--- src/rtl/serdes_init_pkg.sv ---
package serdes_init_pkg;

  typedef enum logic [1:0] {
    ST_IDLE    = 2'd0,
    ST_PRESENT = 2'd1,
    ST_WAIT    = 2'd2,
    ST_DONE    = 2'd3
  } seq_state_e;

  // strobes from control to datapath
  typedef struct packed {
    logic clear;      // restart at the first write, address phase
    logic latchPort;  // capture the port select
    logic advance;    // step to the next frame
  } seq_strobe_t;

  localparam logic [1:0] MDIO_START_C45 = 2'b00;
  localparam logic [1:0] MDIO_OP_ADDR   = 2'b00;
  localparam logic [1:0] MDIO_OP_WRITE  = 2'b01;
  localparam logic [1:0] MDIO_TURN      = 2'b10;
  localparam int         PRTAD_W        = 5;
  localparam int         DEVAD_W        = 5;

endpackage

--- src/rtl/seq_datapath.sv ---
module seq_datapath
  import serdes_init_pkg::*;
#(
  parameter int          NUM_LANES   = 4,
  parameter int          LANE_STRIDE = 4,
  parameter logic [15:0] TX_BASE     = 16'h8100,
  parameter logic [15:0] RX_BASE     = 16'h8120,
  parameter logic [15:0] PLL_ADDR    = 16'h8000,
  parameter logic [15:0] TX_LO_VAL   = 16'h9F01,
  parameter logic [15:0] TX_HI_VAL   = 16'h0000,
  parameter logic [15:0] RX_LO_VAL   = 16'h9101,
  parameter logic [15:0] RX_HI_VAL   = 16'h0008,
  parameter logic [15:0] PLL_VAL     = 16'h000B,
  parameter logic [4:0]  DEV_ADDR    = 5'h1E
) (
  input  logic        clk,
  input  logic        rstN,
  input  seq_strobe_t strobes,
  input  logic        portSel,
  output logic        lastFrame,
  output logic [31:0] frameData
);

  localparam int GROUP      = 2 * NUM_LANES;
  localparam int NUM_WRITES = 2 * GROUP + 1;
  localparam int IDX_W      = $clog2(NUM_WRITES + 1);
  localparam logic [IDX_W-1:0] LAST_IDX = IDX_W'(NUM_WRITES - 1);

  logic [IDX_W-1:0] writeIdx;
  logic             dataPhase;
  logic             portReg;

  logic [15:0] entryAddr [NUM_WRITES];
  logic [15:0] entryData [NUM_WRITES];

  // write list: TX lanes, RX lanes, PLL enable last
  for (genvar g = 0; g < NUM_LANES; g++) begin : gLane
    assign entryAddr[2*g]           = TX_BASE + 16'(g * LANE_STRIDE);
    assign entryAddr[2*g+1]         = TX_BASE + 16'(g * LANE_STRIDE + 1);
    assign entryData[2*g]           = TX_LO_VAL;
    assign entryData[2*g+1]         = TX_HI_VAL;
    assign entryAddr[GROUP + 2*g]   = RX_BASE + 16'(g * LANE_STRIDE);
    assign entryAddr[GROUP + 2*g+1] = RX_BASE + 16'(g * LANE_STRIDE + 1);
    assign entryData[GROUP + 2*g]   = RX_LO_VAL;
    assign entryData[GROUP + 2*g+1] = RX_HI_VAL;
  end
  assign entryAddr[NUM_WRITES-1] = PLL_ADDR;
  assign entryData[NUM_WRITES-1] = PLL_VAL;

  always_ff @(posedge clk) begin
    if (!rstN) begin
      writeIdx  <= '0;
      dataPhase <= 1'b0;
      portReg   <= 1'b0;
    end else begin
      if (strobes.latchPort) portReg <= portSel;
      if (strobes.clear) begin
        writeIdx  <= '0;
        dataPhase <= 1'b0;
      end else if (strobes.advance) begin
        if (dataPhase) begin
          writeIdx  <= writeIdx + 1'b1;
          dataPhase <= 1'b0;
        end else begin
          dataPhase <= 1'b1;
        end
      end
    end
  end

  logic [IDX_W-1:0]   selIdx;
  logic [15:0]        payload;
  logic [1:0]         opcode;
  logic [PRTAD_W-1:0] prtad;

  always_comb begin
    selIdx  = (writeIdx <= LAST_IDX) ? writeIdx : '0;
    payload = dataPhase ? entryData[selIdx] : entryAddr[selIdx];
    opcode  = dataPhase ? MDIO_OP_WRITE : MDIO_OP_ADDR;
    prtad   = {{(PRTAD_W-1){1'b0}}, portReg};
  end

  assign frameData = {MDIO_START_C45, opcode, prtad, DEV_ADDR, MDIO_TURN, payload};
  assign lastFrame = dataPhase && (writeIdx == LAST_IDX);

endmodule

--- src/rtl/seq_ctrl.sv ---
module seq_ctrl
  import serdes_init_pkg::*;
(
  input  logic        clk,
  input  logic        rstN,
  input  logic        start,
  input  logic        frameReady,
  input  logic        frameDone,
  input  logic        lastFrame,
  output seq_strobe_t strobes,
  output logic        frameValid,
  output logic        busy,
  output logic        done
);

  seq_state_e state, stateNext;

  always_ff @(posedge clk) begin
    if (!rstN) state <= ST_IDLE;
    else       state <= stateNext;
  end

  always_comb begin
    stateNext = state;
    strobes   = '0;
    unique case (state)
      ST_IDLE, ST_DONE: begin
        if (start) begin
          strobes.clear     = 1'b1;
          strobes.latchPort = 1'b1;
          stateNext         = ST_PRESENT;
        end
      end
      ST_PRESENT: begin
        if (frameReady) stateNext = ST_WAIT;
      end
      ST_WAIT: begin
        if (frameDone) begin
          if (lastFrame) begin
            stateNext = ST_DONE;
          end else begin
            strobes.advance = 1'b1;
            stateNext       = ST_PRESENT;
          end
        end
      end
      default: stateNext = ST_IDLE;
    endcase
  end

  assign frameValid = (state == ST_PRESENT);
  assign busy       = (state == ST_PRESENT) || (state == ST_WAIT);
  assign done       = (state == ST_DONE);

endmodule

--- src/rtl/serdes_init_seq.sv ---
module serdes_init_seq
  import serdes_init_pkg::*;
#(
  parameter int          NUM_LANES   = 4,
  parameter int          LANE_STRIDE = 4,
  parameter logic [15:0] TX_BASE     = 16'h8100,
  parameter logic [15:0] RX_BASE     = 16'h8120,
  parameter logic [15:0] PLL_ADDR    = 16'h8000,
  parameter logic [4:0]  DEV_ADDR    = 5'h1E
) (
  input  logic        clk,
  input  logic        rstN,
  input  logic        start,
  input  logic        portSel,
  output logic        frameValid,
  output logic [31:0] frameData,
  input  logic        frameReady,
  input  logic        frameDone,
  output logic        busy,
  output logic        done
);

  seq_strobe_t strobes;
  logic        lastFrame;

  seq_ctrl u_ctrl (
    .clk        (clk),
    .rstN       (rstN),
    .start      (start),
    .frameReady (frameReady),
    .frameDone  (frameDone),
    .lastFrame  (lastFrame),
    .strobes    (strobes),
    .frameValid (frameValid),
    .busy       (busy),
    .done       (done)
  );

  seq_datapath #(
    .NUM_LANES   (NUM_LANES),
    .LANE_STRIDE (LANE_STRIDE),
    .TX_BASE     (TX_BASE),
    .RX_BASE     (RX_BASE),
    .PLL_ADDR    (PLL_ADDR),
    .DEV_ADDR    (DEV_ADDR)
  ) u_dp (
    .clk       (clk),
    .rstN      (rstN),
    .strobes   (strobes),
    .portSel   (portSel),
    .lastFrame (lastFrame),
    .frameData (frameData)
  );

endmodule

--- config.mk ---
export PLATFORM = sky130hd
export DESIGN_NAME = serdes_init_seq
export DESIGN_NICKNAME = d
export VERILOG_FILES = /design/src/rtl/serdes_init_pkg.sv /design/src/rtl/seq_datapath.sv /design/src/rtl/seq_ctrl.sv /design/src/rtl/serdes_init_seq.sv
export SDC_FILE = /design/constraint.sdc
export NUM_CORES = 1
export LEC_CHECK = 0
export ABC_AREA = 0
export BUFFER_PORTS_ARGS = -buffer_cell sky130_fd_sc_hd__buf_4
export CORE_MARGIN = 5
export CORE_UTILIZATION = 41
export DETAILED_ROUTE_END_ITERATION = 12
export GPL_ROUTABILITY_DRIVEN = 0
export HOLD_SLACK_MARGIN = 0.08
export PLACE_DENSITY = 0.73
export SLEW_MARGIN = 20
export SYNTH_ARGS = -nofsm -noshare
export SYNTH_HDL_FRONTEND = slang
export SYNTH_HIERARCHICAL = 1
export SYNTH_SLANG_ARGS = --single-unit
--- constraint.sdc ---
create_clock -name clk -period 3 [get_ports clk]
set_clock_uncertainty 0.15 [all_clocks]
set_input_delay 0.6 -clock clk [delete_from_list [all_inputs] [get_ports clk]]
set_output_delay 0.6 -clock clk [all_outputs]
set_load 0.005 [all_outputs]
==> key figures <==
Worst hold path
  – Hold Crit Class: flip-flop to flip-flop
  – Beginning of the worst hold path: u_dp/portReg$_SDFFE_PN0P_
  – Worst Hold Depth: 2
  – Hold EP: u_dp/portReg$_SDFFE_PN0P_

Global route
  – Grt met3 use: 0.0471
  – Grt ovf: 0
  – Initial antenna violation count: 0
  – GRT met2 Usage: 0.141
  – Vias in the first global route: between 500 and 600
  – Pin count of the biggest net entering global routing: 16
  – Tot GR Track Use: 0.100
  – Met1 Track Usage GR: 0.121
  – Most crowded layer after global routing: met2
  – First-pass GRT wire length: ~2100 µm

Flow run
  – Max cap viols: 0

STA
  – Final setup margin: approximately 0.69 ns
  – Post-route minimum period: about 2.3 ns
  – Slew HR: 0.657
  – Slew Viols, Final: 0
  – Hold slack: between 0.3 and 0.4 ns
  – RSZ-0062 raised after global routing: no
  – Final setup fails: 0
  – Final period utilization: 0.771
  – Final Hold Viols: 0
  – Setup TNS: 0 ns
  – Worst Tran Pin Value: 0.513 ns
  – Max Clk Rate: 432 MHz

Clock network
  – Post-CTS Setup Repair Bufs: 0
  – CTS max path bufs: 2
  – Cts hold-fix bufs: 0
  – CTS Buf Count: 3
  – Clock sink total: 9
  – Resized cells post-CTS: 0
  – CTS H-tree depth: 1
  – Worst skew pair latency: 0.26 ns
  – Root buf cell: clkbuf_4
  – TritonCTS clock tree: done
  – Register clock-pin slew on the reported worst setup and hold paths: approximately 0.060 ns

Floorplanning
  – Die Ht: between 50 and 60 µm
  – FP Rows: 16
  – Initial Util: 0.418
  – Number of primary I/O pins: just over 40
  – Die width: 54.0 µm
  – Die area: 2920 µm²
  – Core ar.: 1900 µm²

Synthesis
  – Top post-synthesis cells by area: buf_4 24%, dfxtp_1 23%, ha_1 9.4%, mux2i_1 5.0%, inv_1 3.8%
  – Register bit total from synthesis: 9
  – Register area share after synthesis: 0.227
  – Mapped Avg Cell Area: between 7 and 8 µm²
  – Top cell type's share of synthesized area: 0.236
  – Largest area contributor in the netlist: buf_4
  – Synth cell types: 26
  – Yosys warnings: 6
  – Top cells by count, synth: 25 x buf_4, 9 x dfxtp_1, 8 x inv_1
  – Synthesized area: just under 800 µm²
  – Post-synth EDFFs: 0
  – Post-Synthesis Cells: 101
  – Most frequent cell after synthesis: buf_4
  – Async SR Flop Fraction: 0
  – Leading register cell type out of synthesis: dfxtp_1

Placed design
  – Placed Cells: 140
  – Detailed placement HPWL: 1160 µm
  – Pre-CTS setup slack: 0.695 ns
  – Buffers on Ports: 21

Worst setup path
  – Worst path max stage delay: approximately 0.38 ns
  – Buf/Inv on CP: 1
  – Crit path cell chain: inv_1 > ha_1 > and4bb_2 > and2_1 > nor2_1 > nand3_2 > or3_1 > a21oi_1
  – CP required: slightly above 3 ns
  – Endpoint type of the worst setup path: flip-flop
  – Slowest CP cell: dfxtp_1
  – Worst path arrival time: between 2 and 2.5 ns
  – Critical path type: flip-flop to flip-flop
  – Worst reg2reg setup slack: 0.69 ns
  – Reg2reg end: u_dp/writeIdx[4]$_SDFFE_PP0P_
  – Critical R2R Launch: u_dp/writeIdx[0]$_SDFFE_PP0P_
  – Worst setup SP type: flip-flop
  – Crit Path Max Fanout: 5
  – R2R depth: 8
  – Cell family with most CP delay: simple AND/OR/NAND/NOR gates

Drt
  – Residual DRC: 0
  – Number of routed nets with antenna violations: 0
  – Drt pass-1 iters: 4
  – Avg WL per Cell: 9.57 µm
  – Vias per inst: 4.28
  – DRT iter0 DRCs: 12
  – Vias: between 600 and 700
  – WL final: 1380 µm

Finish
  – Layout Nets: 130
  – Diodes inserted: 0
  – Layout cell share with drive strength beyond 1: 0.222
  – Post-route non-filler standard cell count: ~140
  – Synth-to-Final Area Change: 11.2%
  – Fill cell count: 210

Power and ir drop
  – PD cells: around 390 nW/µm²
  – Maximum VDD drop: ~0.2 mV
  – LEAKAGE: roughly 0.00043 µW

Run status
  – Status: completed
==> layout make-up <==
| cell class | instances | area, µm² | area share |
|---|---|---|---|
| clock buffers | 4 | 26.3 | 0.0297 |
| multi-input cells | 75 | 455 | 0.516 |
| well taps | 27 | 33.8 | 0.0382 |
| flip-flops and latches | 9 | 180 | 0.204 |
| repair buffers | 21 | 158 | 0.178 |
| inverters | 8 | 30.0 | 0.0340 |
==> worst min-delay path, stage by stage (launching register included) <==
cell and delay [ns]:
dfxtp_1 0.32, mux2i_1 0.06, nor2b_1 0.09
==> sequential cells by signal (all words and copies together), names as in the netlist <==
signal,flops
u_ctrl/state,2
u_dp/writeIdx,5
u_dp/dataPhase,1
u_dp/portReg,1
==> kinds of logic after synthesis <==
kind of cell    share of synthesized area
fa+ha+maj                          0.0945
mux                                0.0504
simple gates                        0.203
xor+xnor                           0.0441
other cells                       0.00945
flops                               0.227
compound gates                     0.0913
buf+inv                             0.280
==> stage by stage <==
step                instance area, µm²  utilization  total power (µW)
global route                       883        0.464               380
finish                             883        0.464               345
global placement                   857        0.451               254
CTS                                883        0.464               354
detailed placement                 857        0.451               258
floorplan                          858            -               239
==> cell usage in the layout (no fill, tap or decap), types with 2 or more instances in the layout <==
| cell type | count |
|---|---|
| a21oi_1 | 5 |
| buf_4 | 21 |
| clkbuf_4 | 3 |
| conb_1 | 19 |
| dfxtp_1 | 9 |
| ha_1 | 6 |
| inv_1 | 8 |
| mux2i_1 | 4 |
| nand2_1 | 7 |
| nand2b_1 | 3 |
| nand3_1 | 3 |
| nor2_1 | 6 |
| nor2b_1 | 2 |
| nor3_1 | 2 |
| nor3b_1 | 2 |
| o21ai_0 | 3 |
| or3_1 | 2 |
| xnor2_1 | 2 |
| xor2_1 | 2 |
==> layer usage <==
metal	share of wire	wire length, µm
met1	0.44	609
met2	0.46	636
met3	0.096	132
met4	0	0
met5	0	0
==> power by group <==
group	leakage [µW]	switching [µW]	total, µW	internal [µW]
logic	0.000345	54.6	112	57.6
registers	0.0000730	12.6	142	129
clock network	0.0000150	40.2	91.3	51.1
==> worst max path at each step <==
stage	startpoint	endpoint	cells past startpoint
detailed placement	u_dp/writeIdx[0]$_SDFFE_PP0P_	u_dp/writeIdx[4]$_SDFFE_PP0P_	8
CTS	u_dp/writeIdx[0]$_SDFFE_PP0P_	u_dp/writeIdx[4]$_SDFFE_PP0P_	8
floorplan	u_dp/writeIdx[0]$_SDFFE_PP0P_	u_dp/writeIdx[3]$_SDFFE_PP0P_	8
global placement	u_dp/writeIdx[0]$_SDFFE_PP0P_	u_dp/writeIdx[4]$_SDFFE_PP0P_	8
finish	u_dp/writeIdx[0]$_SDFFE_PP0P_	u_dp/writeIdx[4]$_SDFFE_PP0P_	8
global route	u_dp/writeIdx[0]$_SDFFE_PP0P_	u_dp/writeIdx[4]$_SDFFE_PP0P_	8
No activity file was read; power rests on OpenSTA's default activity.
